===== src/rtl/mhr_pkg.sv =====
package mhr_pkg;

    typedef enum logic [1:0] {
        DIR_N = 2'd0,
        DIR_E = 2'd1,
        DIR_S = 2'd2,
        DIR_W = 2'd3
    } dir_e;

    typedef enum logic [1:0] {
        SEL_CONN    = 2'd0,
        SEL_TURN    = 2'd1,
        SEL_DEROUTE = 2'd2,
        SEL_NONE    = 2'd3
    } cfg_sel_e;

    typedef enum logic [1:0] {
        MODE_LOCAL,
        MODE_MINIMAL,
        MODE_DEROUTE
    } route_mode_e;

    localparam int NUM_DIR  = 4;
    localparam int NUM_HOP  = 3;
    localparam int NUM_IN   = 5;
    localparam int CONN_W   = 16;
    localparam int TURN_W   = 8;
    localparam int DR_W     = 2 * NUM_IN;

    typedef logic [NUM_HOP-1:0][NUM_DIR-1:0] hop_flags_t;

endpackage


===== src/rtl/mhr_cfg_regs.sv =====
module mhr_cfg_regs
    import mhr_pkg::*;
#(
    parameter int CFG_W = 16
) (
    input  logic               clk,
    input  logic               rst_n,
    input  logic               cfg_we,
    input  logic [1:0]         cfg_sel,
    input  logic [CFG_W-1:0]   cfg_wdata,
    output logic [CONN_W-1:0]  conn_q,
    output logic [TURN_W-1:0]  turn_q,
    output logic [DR_W-1:0]    dr_q
);

    always_ff @(posedge clk or negedge rst_n) begin
        if (!rst_n) begin
            conn_q <= '0;
            turn_q <= '0;
            dr_q   <= '0;
        end else if (cfg_we) begin
            unique case (cfg_sel_e'(cfg_sel))
                SEL_CONN:    conn_q <= cfg_wdata[CONN_W-1:0];
                SEL_TURN:    turn_q <= cfg_wdata[TURN_W-1:0];
                SEL_DEROUTE: dr_q   <= cfg_wdata[DR_W-1:0];
                SEL_NONE:    ;
                default:     ;
            endcase
        end
    end

endmodule


===== src/rtl/mhr_dir_flags.sv =====
module mhr_dir_flags
    import mhr_pkg::*;
#(
    parameter int CW = 4
) (
    input  logic [2*CW-1:0] cur_addr,
    input  logic [2*CW-1:0] dst_addr,
    output hop_flags_t      flags,
    output logic            at_dest
);

    logic signed [CW:0] dx;
    logic signed [CW:0] dy;

    assign dx = $signed({1'b0, dst_addr[CW-1:0]})    - $signed({1'b0, cur_addr[CW-1:0]});
    assign dy = $signed({1'b0, dst_addr[2*CW-1:CW]}) - $signed({1'b0, cur_addr[2*CW-1:CW]});
    assign at_dest = (dst_addr == cur_addr);

    for (genvar h = 0; h < NUM_HOP; h++) begin : g_hop
        localparam logic signed [CW:0] DIST = (CW+1)'(h + 1);
        assign flags[h][DIR_E] = (dx >= DIST);
        assign flags[h][DIR_W] = (dx <= -DIST);
        assign flags[h][DIR_N] = (dy <= -DIST);
        assign flags[h][DIR_S] = (dy >= DIST);
    end

endmodule


===== src/rtl/mhr_hop_select.sv =====
module mhr_hop_select
    import mhr_pkg::*;
(
    input  hop_flags_t          flags,
    input  logic                at_dest,
    input  logic [CONN_W-1:0]   conn,
    input  logic [TURN_W-1:0]   turn,
    input  logic [1:0]          dr_sel,
    output logic                req_local,
    output logic [3:0]          req_hop1,
    output logic [7:0]          req_hop2,
    output logic [3:0]          req_hop3
);

    logic [3:0] f1, f2, f3;
    logic [3:0] h3_min, h2_str, h2_dia, cand1, h1_min, dr_vec;
    logic       any3, any2, any1;
    route_mode_e mode;

    assign f1 = flags[0];
    assign f2 = flags[1];
    assign f3 = flags[2];

    assign h3_min = f3 & conn[15:12];
    assign any3   = |h3_min;

    assign h2_str = f2 & conn[7:4] & {4{~any3}};
    assign h2_dia = {f1[DIR_S] & f1[DIR_W],
                     f1[DIR_S] & f1[DIR_E],
                     f1[DIR_N] & f1[DIR_W],
                     f1[DIR_N] & f1[DIR_E]} & conn[11:8] & {4{~any3}};
    assign any2   = |{h2_str, h2_dia};

    assign cand1[DIR_N] = (f1[DIR_N] & f1[DIR_E] & turn[0]) | (f1[DIR_N] & f1[DIR_W] & turn[1])
                        | (f1[DIR_N] & ~f1[DIR_E] & ~f1[DIR_W]);
    assign cand1[DIR_E] = (f1[DIR_E] & f1[DIR_N] & turn[2]) | (f1[DIR_E] & f1[DIR_S] & turn[3])
                        | (f1[DIR_E] & ~f1[DIR_N] & ~f1[DIR_S]);
    assign cand1[DIR_S] = (f1[DIR_S] & f1[DIR_E] & turn[4]) | (f1[DIR_S] & f1[DIR_W] & turn[5])
                        | (f1[DIR_S] & ~f1[DIR_E] & ~f1[DIR_W]);
    assign cand1[DIR_W] = (f1[DIR_W] & f1[DIR_N] & turn[6]) | (f1[DIR_W] & f1[DIR_S] & turn[7])
                        | (f1[DIR_W] & ~f1[DIR_N] & ~f1[DIR_S]);

    assign h1_min = cand1 & conn[3:0] & {4{~(any3 | any2)}};
    assign any1   = |h1_min;
    assign dr_vec = (4'b0001 << dr_sel) & conn[3:0];

    always_comb begin
        if (at_dest)                   mode = MODE_LOCAL;
        else if (any3 | any2 | any1)   mode = MODE_MINIMAL;
        else                           mode = MODE_DEROUTE;
    end

    always_comb begin
        req_local = 1'b0;
        req_hop1  = '0;
        req_hop2  = '0;
        req_hop3  = '0;
        unique case (mode)
            MODE_LOCAL: req_local = 1'b1;
            MODE_MINIMAL: begin
                req_hop3 = h3_min;
                req_hop2 = {h2_dia, h2_str};
                req_hop1 = h1_min;
            end
            MODE_DEROUTE: req_hop1 = dr_vec;
            default: ;
        endcase
    end

endmodule


===== src/rtl/mhr_route_unit.sv =====
module mhr_route_unit
    import mhr_pkg::*;
#(
    parameter int CW    = 4,
    parameter int CFG_W = 16
) (
    input  logic                clk,
    input  logic                rst_n,
    input  logic                cfg_we,
    input  logic [1:0]          cfg_sel,
    input  logic [CFG_W-1:0]    cfg_wdata,
    input  logic [2*CW-1:0]     cur_addr,
    input  logic [2*CW-1:0]     dst_addr,
    input  logic [2:0]          in_port,
    output logic                req_local,
    output logic [3:0]          req_hop1,
    output logic [7:0]          req_hop2,
    output logic [3:0]          req_hop3
);

    localparam logic [2:0] LOCAL_IDX = 3'(NUM_IN - 1);

    logic [CONN_W-1:0] conn_q;
    logic [TURN_W-1:0] turn_q;
    logic [DR_W-1:0]   dr_q;
    hop_flags_t        flags;
    logic              at_dest;
    logic [2:0]        in_idx;
    logic [1:0]        dr_sel;

    mhr_cfg_regs #(.CFG_W(CFG_W)) cfg_i (
        .clk       (clk),
        .rst_n     (rst_n),
        .cfg_we    (cfg_we),
        .cfg_sel   (cfg_sel),
        .cfg_wdata (cfg_wdata),
        .conn_q    (conn_q),
        .turn_q    (turn_q),
        .dr_q      (dr_q)
    );

    mhr_dir_flags #(.CW(CW)) flags_i (
        .cur_addr (cur_addr),
        .dst_addr (dst_addr),
        .flags    (flags),
        .at_dest  (at_dest)
    );

    assign in_idx = (in_port > LOCAL_IDX) ? LOCAL_IDX : in_port;
    assign dr_sel = dr_q[{in_idx, 1'b0} +: 2];

    mhr_hop_select sel_i (
        .flags     (flags),
        .at_dest   (at_dest),
        .conn      (conn_q),
        .turn      (turn_q),
        .dr_sel    (dr_sel),
        .req_local (req_local),
        .req_hop1  (req_hop1),
        .req_hop2  (req_hop2),
        .req_hop3  (req_hop3)
    );

endmodule


===== config.mk =====
export PLATFORM = sky130hd
export DESIGN_NAME = mhr_route_unit
export DESIGN_NICKNAME = d
export VERILOG_FILES = /design/src/rtl/mhr_pkg.sv /design/src/rtl/mhr_cfg_regs.sv /design/src/rtl/mhr_dir_flags.sv /design/src/rtl/mhr_hop_select.sv /design/src/rtl/mhr_route_unit.sv
export SDC_FILE = /design/constraint.sdc
export NUM_CORES = 1
export LEC_CHECK = 0
export BUFFER_PORTS_ARGS = -buffer_cell sky130_fd_sc_hd__buf_2
export CORE_AREA = 2 2 76 78
export CTS_CLUSTER_DIAMETER = 60
export DETAILED_ROUTE_END_ITERATION = 12
export DIE_AREA = 0 0 78 80
export GPL_TIMING_DRIVEN = 0
export PLACE_DENSITY_LB_ADDON = 0.25
export SYNTH_ARGS = -nofsm -noshare
export SYNTH_HDL_FRONTEND = slang
export SYNTH_SLANG_ARGS = --single-unit

===== constraint.sdc =====
create_clock -name clk -period 4.7 [get_ports clk]
set_input_delay 0.235 -clock clk [delete_from_list [all_inputs] [get_ports clk]]
set_output_delay 0.235 -clock clk [all_outputs]
set_load 0.005 [all_outputs]

Word-level counts from Yosys, hierarchy flattened
Cells that the tools add are included.
- flip-flop bits (word level): 34
- bits of input ports: 40
- $add $sub $neg: 2
- multiplexer cells: 7
- bitwise operators: 44
- shift-type cells: 2
- reduce and logical (&&, ||, !) cells: 8
- order comparisons: 13
- eq/ne operators: 5
- operators with widths (cell ; count):
    bitwise AND 4 bit ; 8
    bitwise AND 1 bit ; 20
    >= comparator 5 x 3 -> 1 bit, second input constant ; 4
    >= comparator 5 x 2 -> 1 bit, second input constant ; 2
    <= comparator 5 x 1 -> 1 bit, second input constant ; 2
    <= comparator 5 x 2 -> 1 bit, second input constant ; 2
    <= comparator 5 x 3 -> 1 bit, second input constant ; 2
    bitwise OR 1 bit ; 10
    variable part select 10 x 5 -> 2 bit ; 1
    subtractor 4 x 4 -> 5 bit ; 2
    == test 8 bit ; 1
    two-way mux 8 bit ; 1
    case mux 4 bit (2 select lines) ; 1
    OR reduction 4 bit ; 2
    OR reduction 8 bit ; 1
    NOT 1 bit ; 6
    AND reduction 2 bit ; 3
    == test 2 x 1 -> 1 bit, second input constant ; 2
    == test 2 bit, second input constant ; 2
    logical NOT 2 bit ; 2
    two-way mux 2 bit ; 2
    two-way mux 4 bit ; 1
    left shift 1 x 2 -> 4 bit, first input constant ; 1
    greater-than comparator 3 bit, second input constant ; 1
    other kinds (2) ; 2

Logic depth before layout (Yosys ltp)
- word-level depth: 16
- depth in mapped cells: 12
- depth with buffers taken out: 11

Modules after synthesis
A second synthesis with hierarchy kept.
- cell total of the unflattened synthesis: 232
- area total of the unflattened synthesis: 2412.3 um^2
- by module, submodules not included (module ; seq. area each (um^2) ; area an instance (um^2) ; cells each ; times used):
    mhr_cfg_regs ; 850.8 ; 1283.7 ; 73 ; 1
    mhr_dir_flags ; 0.0 ; 709.4 ; 91 ; 1
    mhr_hop_select ; 0.0 ; 336.6 ; 57 ; 1
    mhr_route_unit ; 0.0 ; 82.6 ; 11 ; 1

Worst setup path after synthesis
No wires, ideal clock.
- path type: input port to output port
- from: input dst_addr[0]
- to: output req_hop1[0]
- arrival time: 2.683 ns
- stages: 11
- setup slack: 1.782 ns
- path through: inv_1 -> ha_1 -> inv_1 -> fa_1 -> xnor2_2 -> or4_4 -> nand4_2 -> and2_4 -> nand4b_4 -> or4_4 -> nor2_1
- longest elaborated chain between the ends: 16
- elaborated cells between the ends (all ways): 57
- ends and longest elaborated chain (item ; line ; text):
    start: declaration ; mhr_route_unit.sv:13 ; input logic [2*CW-1:0] dst_addr,
    subtractor 4 x 4 -> 5 bit ; mhr_dir_flags.sv:15 ; assign dx = $signed({1'b0, dst_addr[CW-1:0]}) - $signed({1'b0, cur_addr[CW-1:0]});
    >= comparator 5 x 3 -> 1 bit or <= comparator 5 x 3 -> 1 bit (tied branches) ; mhr_dir_flags.sv:21, mhr_dir_flags.sv:22 ;
    bitwise AND 4 bit ; mhr_hop_select.sv:24 ; assign h3_min = f3 & conn[15:12];
    OR reduction 4 bit ; mhr_hop_select.sv:25 ; assign any3 = |h3_min;
    NOT 1 bit ; mhr_hop_select.sv:27, mhr_hop_select.sv:31 ;
    bitwise AND 4 bit, on equally long branches ; mhr_hop_select.sv:31, mhr_hop_select.sv:27 ;
    OR reduction 8 bit ; mhr_hop_select.sv:32 ; assign any2 = |{h2_str, h2_dia};
    bitwise OR 1 bit ; mhr_hop_select.sv:43, mhr_hop_select.sv:49 ;
    NOT 1 bit ; mhr_hop_select.sv:43 ; assign h1_min = cand1 & conn[3:0] & {4{~(any3 | any2)}};
    bitwise AND 4 bit ; mhr_hop_select.sv:43 ;
    OR reduction 4 bit ; mhr_hop_select.sv:44 ; assign any1 = |h1_min;
    bitwise OR 1 bit ; mhr_hop_select.sv:49 ; else if (any3 | any2 | any1) mode = MODE_MINIMAL;
    two-way mux 2 bit ; mhr_hop_select.sv:49 ;
    two-way mux 2 bit ; mhr_hop_select.sv:48 ; if (at_dest) mode = MODE_LOCAL;
    == test 2 bit or == test 2 x 1 -> 1 bit (tied branches) ; mhr_hop_select.sv:58 ; unique case (mode)
    case mux 4 bit (2 select lines) (*) ; mhr_hop_select.sv:58 ;
    end: declaration ; mhr_route_unit.sv:16 ; output logic [3:0] req_hop1,
Mark *: on every way between the ends. The rest lies on a longest branch, timed or not.

Worst setup path after layout
Ends and elaborated chain as after synthesis.

==> results <==
- The run finished with clean final reports.
- By startpoint and endpoint, the worst setup path is classified as primary input to output pin.
- The number of slew-limit violations in the final report is 0.
- The number of antenna diodes in the final layout is 0.
- The worst IR drop on VDD is 0.219 mV.
- The post-synthesis area per instance is 10.8 um2.
- For this run, the top clock speed supported by timing is 297 MHz.
- The number of warnings reported in the yosys synthesis log is 0.
- The post-CTS resize count is 0.
- Once the floorplan was initialized, standard cells occupied 41.0% of the core.
- The most frequent standard cell in the layout excluding fill and tap cells is sky130_fd_sc_hd__buf_2.
- The share of cells above drive strength 1 is 43.5%.
- For this block, the initial DRC count from the detailed router was 97.
- STA puts the critical path data required time at 4.47 ns.
- Of the post-synthesis cell area, the dominant cell type holds 38.4%.
- The clock-pin slew on the worst setup and hold paths is 0.06 ns.
- Across the routed clock network, the largest skew measured is 0 ns.
- The pin count of the biggest net entering global routing is 35.
- For the pin with the worst max-slew slack, the measured transition is 1.06 ns.
- For this run, design rule violations remaining after detail routing come to 0.
- The nature of the critical path startpoint is a primary input.
- The sum of negative setup slack is 0 ns.
- The weighted congestion reported at the end of routability-driven placement is 0.889.
- The flip-flop cell with the highest count after synthesis is sky130_fd_sc_hd__dfrtp_1.
- The total standard cell area after synthesis is 2220 um2.
- In this run, synthesis inferred 0 flip-flops with an integrated enable.
- The worst slew margin relative to its limit is 29.1%.
- Measured along the x axis, the die boundary spans 78 um.
- Global routing used 17.3% of the available tracks.
- During placement, the flow inserted port buffers numbering 56.
- The placement-stage worst setup slack is 1.33 ns.
- The total CTS buffers is 5.
- The time the worst path needs with I/O delays and setup is 3.37 ns.
- The worst hold margin is 0.00651 ns.
- The share of the Yosys chip area taken by registers is 38.4%.
- The via count of the first global-routing pass is 1765.
- The area added between synthesis and finish is 20.8%.
- The hold buffer count at CTS is 0.
- The synthesized net count is 255.
- The final layout contains routed wiring with a total length of 5.05 mm.
- The arrival time of data at the critical path endpoint is 3.13 ns.
- Dividing the final minimum period by the clock period gives 71.6%.
- The wire length of the first global-routing pass is 8.37 mm.
- The number of buffers on the longest clock path is 2.
- The cell row count is 27.
- The later pin in the worst-skew pair is clocked with a latency of 0.28 ns.
- The die outline area is 6240 um2.
- Max-cap violations in this run came to 0.
- At the end of the flow the core is filled with cells to 49.6%.
- The floorplan step defined a core boundary enclosing 5410 um2.
- The largest total area in the synthesized netlist belongs to sky130_fd_sc_hd__dfrtp_1.
- The first detailed-routing pass ran for 4 iterations.
- The number of antenna violations at the first check in global routing was 0.
- The post-detailed-route via-to-cell ratio is 5.28.
- TritonCTS built the clock tree.
- The number of distinct standard cells referenced by the synthesized netlist is 48.
- The least setup slack across all paths after layout is 1.33 ns.
- In the synthesized netlist the async set-or-reset flop fraction comes to 100%.
- Along the worst path, the maximum fanout reaches 8.
- The total setup buffers inserted after CTS is 0.
- The placed cell count is 333.
- The total number of H-tree levels is 2.
- The finished layout holds 341 standard cells, fillers aside.
- The post-DP HPWL is 4.07 mm.
- The count of nets left with antenna violations once routing finished came out at 0.
- The cell count after synthesis came out at 205.
- The final count of negative-setup-slack endpoints is 0.
- The class of the tightest hold or removal check is primary input to asynchronous set/reset pin.
- The routed via count is 1801.
- Dividing total power by cell area gives a power density of 331 nW/um2.
- The worst register-to-register path begins at cfg_i.dr_q[9]$_DFFE_PN0P_.
- The remaining global-route overflow is 0.
- 57 I/O pins were placed.
- In this run the worst setup path begins at dst_addr[0].
- In this run the static leakage power is 1.27 nW.
- For this run, the post-layout net count is 318.
- After detailed routing, the average wire length per cell comes to 14.8 um.
- In the layout the commonest cells are sky130_fd_sc_hd__buf_2 (57), sky130_fd_sc_hd__mux2_2 (35), sky130_fd_sc_hd__dfrtp_1 (34).
- The count of endpoints failing hold in the final timing report was 0.
- Clock tree synthesis found a total of 34 sinks.
- Setup repair after global routing left no endpoint under its margin.
- The die is 80 um tall.
- The tree is rooted in a sky130_fd_sc_hd__clkbuf_8.
- The kind of end point of the critical path is an output pin.
- By area the synthesized netlist is led by sky130_fd_sc_hd__dfrtp_1 (38%), sky130_fd_sc_hd__mux2_2 (18%), sky130_fd_sc_hd__ha_1 (4.5%), sky130_fd_sc_hd__inv_1 (2.4%), sky130_fd_sc_hd__nand2_1 (2.2%).
- The register bit total from synthesis is 34.
-- metrics by stage --
stage               power [W]  instance area (um2)
global route         0.000943                 2680
floorplan            0.000581                 2220
global placement     0.000670                 2590
detailed placement   0.000675                 2590
finish               0.000886                 2680
CTS                  0.000895                 2680
-- critical path, stage by stage --
cell and delay, ns:
sky130_fd_sc_hd__buf_2 0.10, sky130_fd_sc_hd__inv_1 0.05, sky130_fd_sc_hd__ha_1 0.16, sky130_fd_sc_hd__inv_1 0.06, sky130_fd_sc_hd__fa_1 0.42, sky130_fd_sc_hd__xnor2_2 0.21, sky130_fd_sc_hd__or4_4 0.51, sky130_fd_sc_hd__nand4_2 0.14
sky130_fd_sc_hd__and2_4 0.17, sky130_fd_sc_hd__nand4b_4 0.17, sky130_fd_sc_hd__or4_4 0.61, sky130_fd_sc_hd__nor2_1 0.17, sky130_fd_sc_hd__buf_2 0.14
-- state kept, by name, summed over array words and instances (netlist names) --
name	flops
cfg_i.turn_q	8
cfg_i.conn_q	16
cfg_i.dr_q	10
-- metal layers --
| metal | vias up | track usage, % | part of all wire [%] |
|---|---|---|---|
| li1 | 882 | - | - |
| met1 | 855 | 23.1 | 46 |
| met2 | 58 | 28.7 | 47 |
| met3 | 6 | 3.17 | 5.8 |
| met4 | 0 | 5.26 | 1.2 |
| met5 | - | 0 | 0 |
-- cell type report --
cell class	instances	area (um2)
Clock inverter	1	5.00
Multi-Input combinational cell	150	1270
Tap cell	72	90.1
Fill cell	529	2730
Inverter	14	52.6
Sequential cell	34	851
Clock buffer	7	86.3
Timing Repair Buffer	56	280
Buffer	7	43.8
-- kinds of logic after synthesis --
| logic type | synth area share (%) |
|---|---|
| AO/OA/AOI/OAI | 9.48 |
| flip-flops | 38.4 |
| adder cells (fa/ha/maj) | 6.32 |
| multiplexers | 20.7 |
| buffers and inverters | 4.34 |
| XOR/XNOR | 2.31 |
| AND/OR/NAND/NOR | 18.5 |
-- Yosys cell counts, types with 2 or more instances --
library cell,instances
sky130_fd_sc_hd__mux2_2,35
sky130_fd_sc_hd__dfrtp_1,34
sky130_fd_sc_hd__inv_1,14
sky130_fd_sc_hd__nand2_1,13
sky130_fd_sc_hd__nor2_1,13
sky130_fd_sc_hd__ha_1,8
sky130_fd_sc_hd__nand3_1,8
sky130_fd_sc_hd__nand4_1,7
sky130_fd_sc_hd__nand3b_1,5
sky130_fd_sc_hd__a21oi_1,4
sky130_fd_sc_hd__a31o_2,4
sky130_fd_sc_hd__a21oi_2,3
sky130_fd_sc_hd__clkbuf_1,3
sky130_fd_sc_hd__nor3b_1,3
sky130_fd_sc_hd__o21ai_0,3
sky130_fd_sc_hd__xnor2_1,3
sky130_fd_sc_hd__a2111o_1,2
sky130_fd_sc_hd__a21o_1,2
sky130_fd_sc_hd__and2_1,2
sky130_fd_sc_hd__buf_6,2
sky130_fd_sc_hd__fa_1,2
sky130_fd_sc_hd__mux2i_1,2
sky130_fd_sc_hd__mux4_2,2
sky130_fd_sc_hd__nor3_1,2
sky130_fd_sc_hd__o2111ai_1,2
sky130_fd_sc_hd__o311ai_0,2
sky130_fd_sc_hd__or2b_1,2
sky130_fd_sc_hd__or3_1,2
sky130_fd_sc_hd__or4_4,2
-- report_power, final --
| part | internal, W | switching [W] |
|---|---|---|
| Clock | 0.000118 | 0.0000996 |
| Combinational | 0.000145 | 0.000143 |
| Sequential | 0.000348 | 0.0000330 |
| Total | 0.000611 | 0.000275 |
-- path summary, 6_finish.rpt --
check	to	slack (ns)	depth (start not counted)
max reg2reg	cfg_i.dr_q[9]$_DFFE_PN0P_	3.92	1
min reg2reg	cfg_i.turn_q[5]$_DFFE_PN0P_	0.50	1
min in group clk	cfg_i.conn_q[14]$_DFFE_PN0P_	0.18	2
min	cfg_i.dr_q[1]$_DFFE_PN0P_	0.007	1
max in group asynchronous	cfg_i.turn_q[7]$_DFFE_PN0P_	4.21	1
max	req_hop1[0]	1.33	13
(Power assumes the default switching activity.)
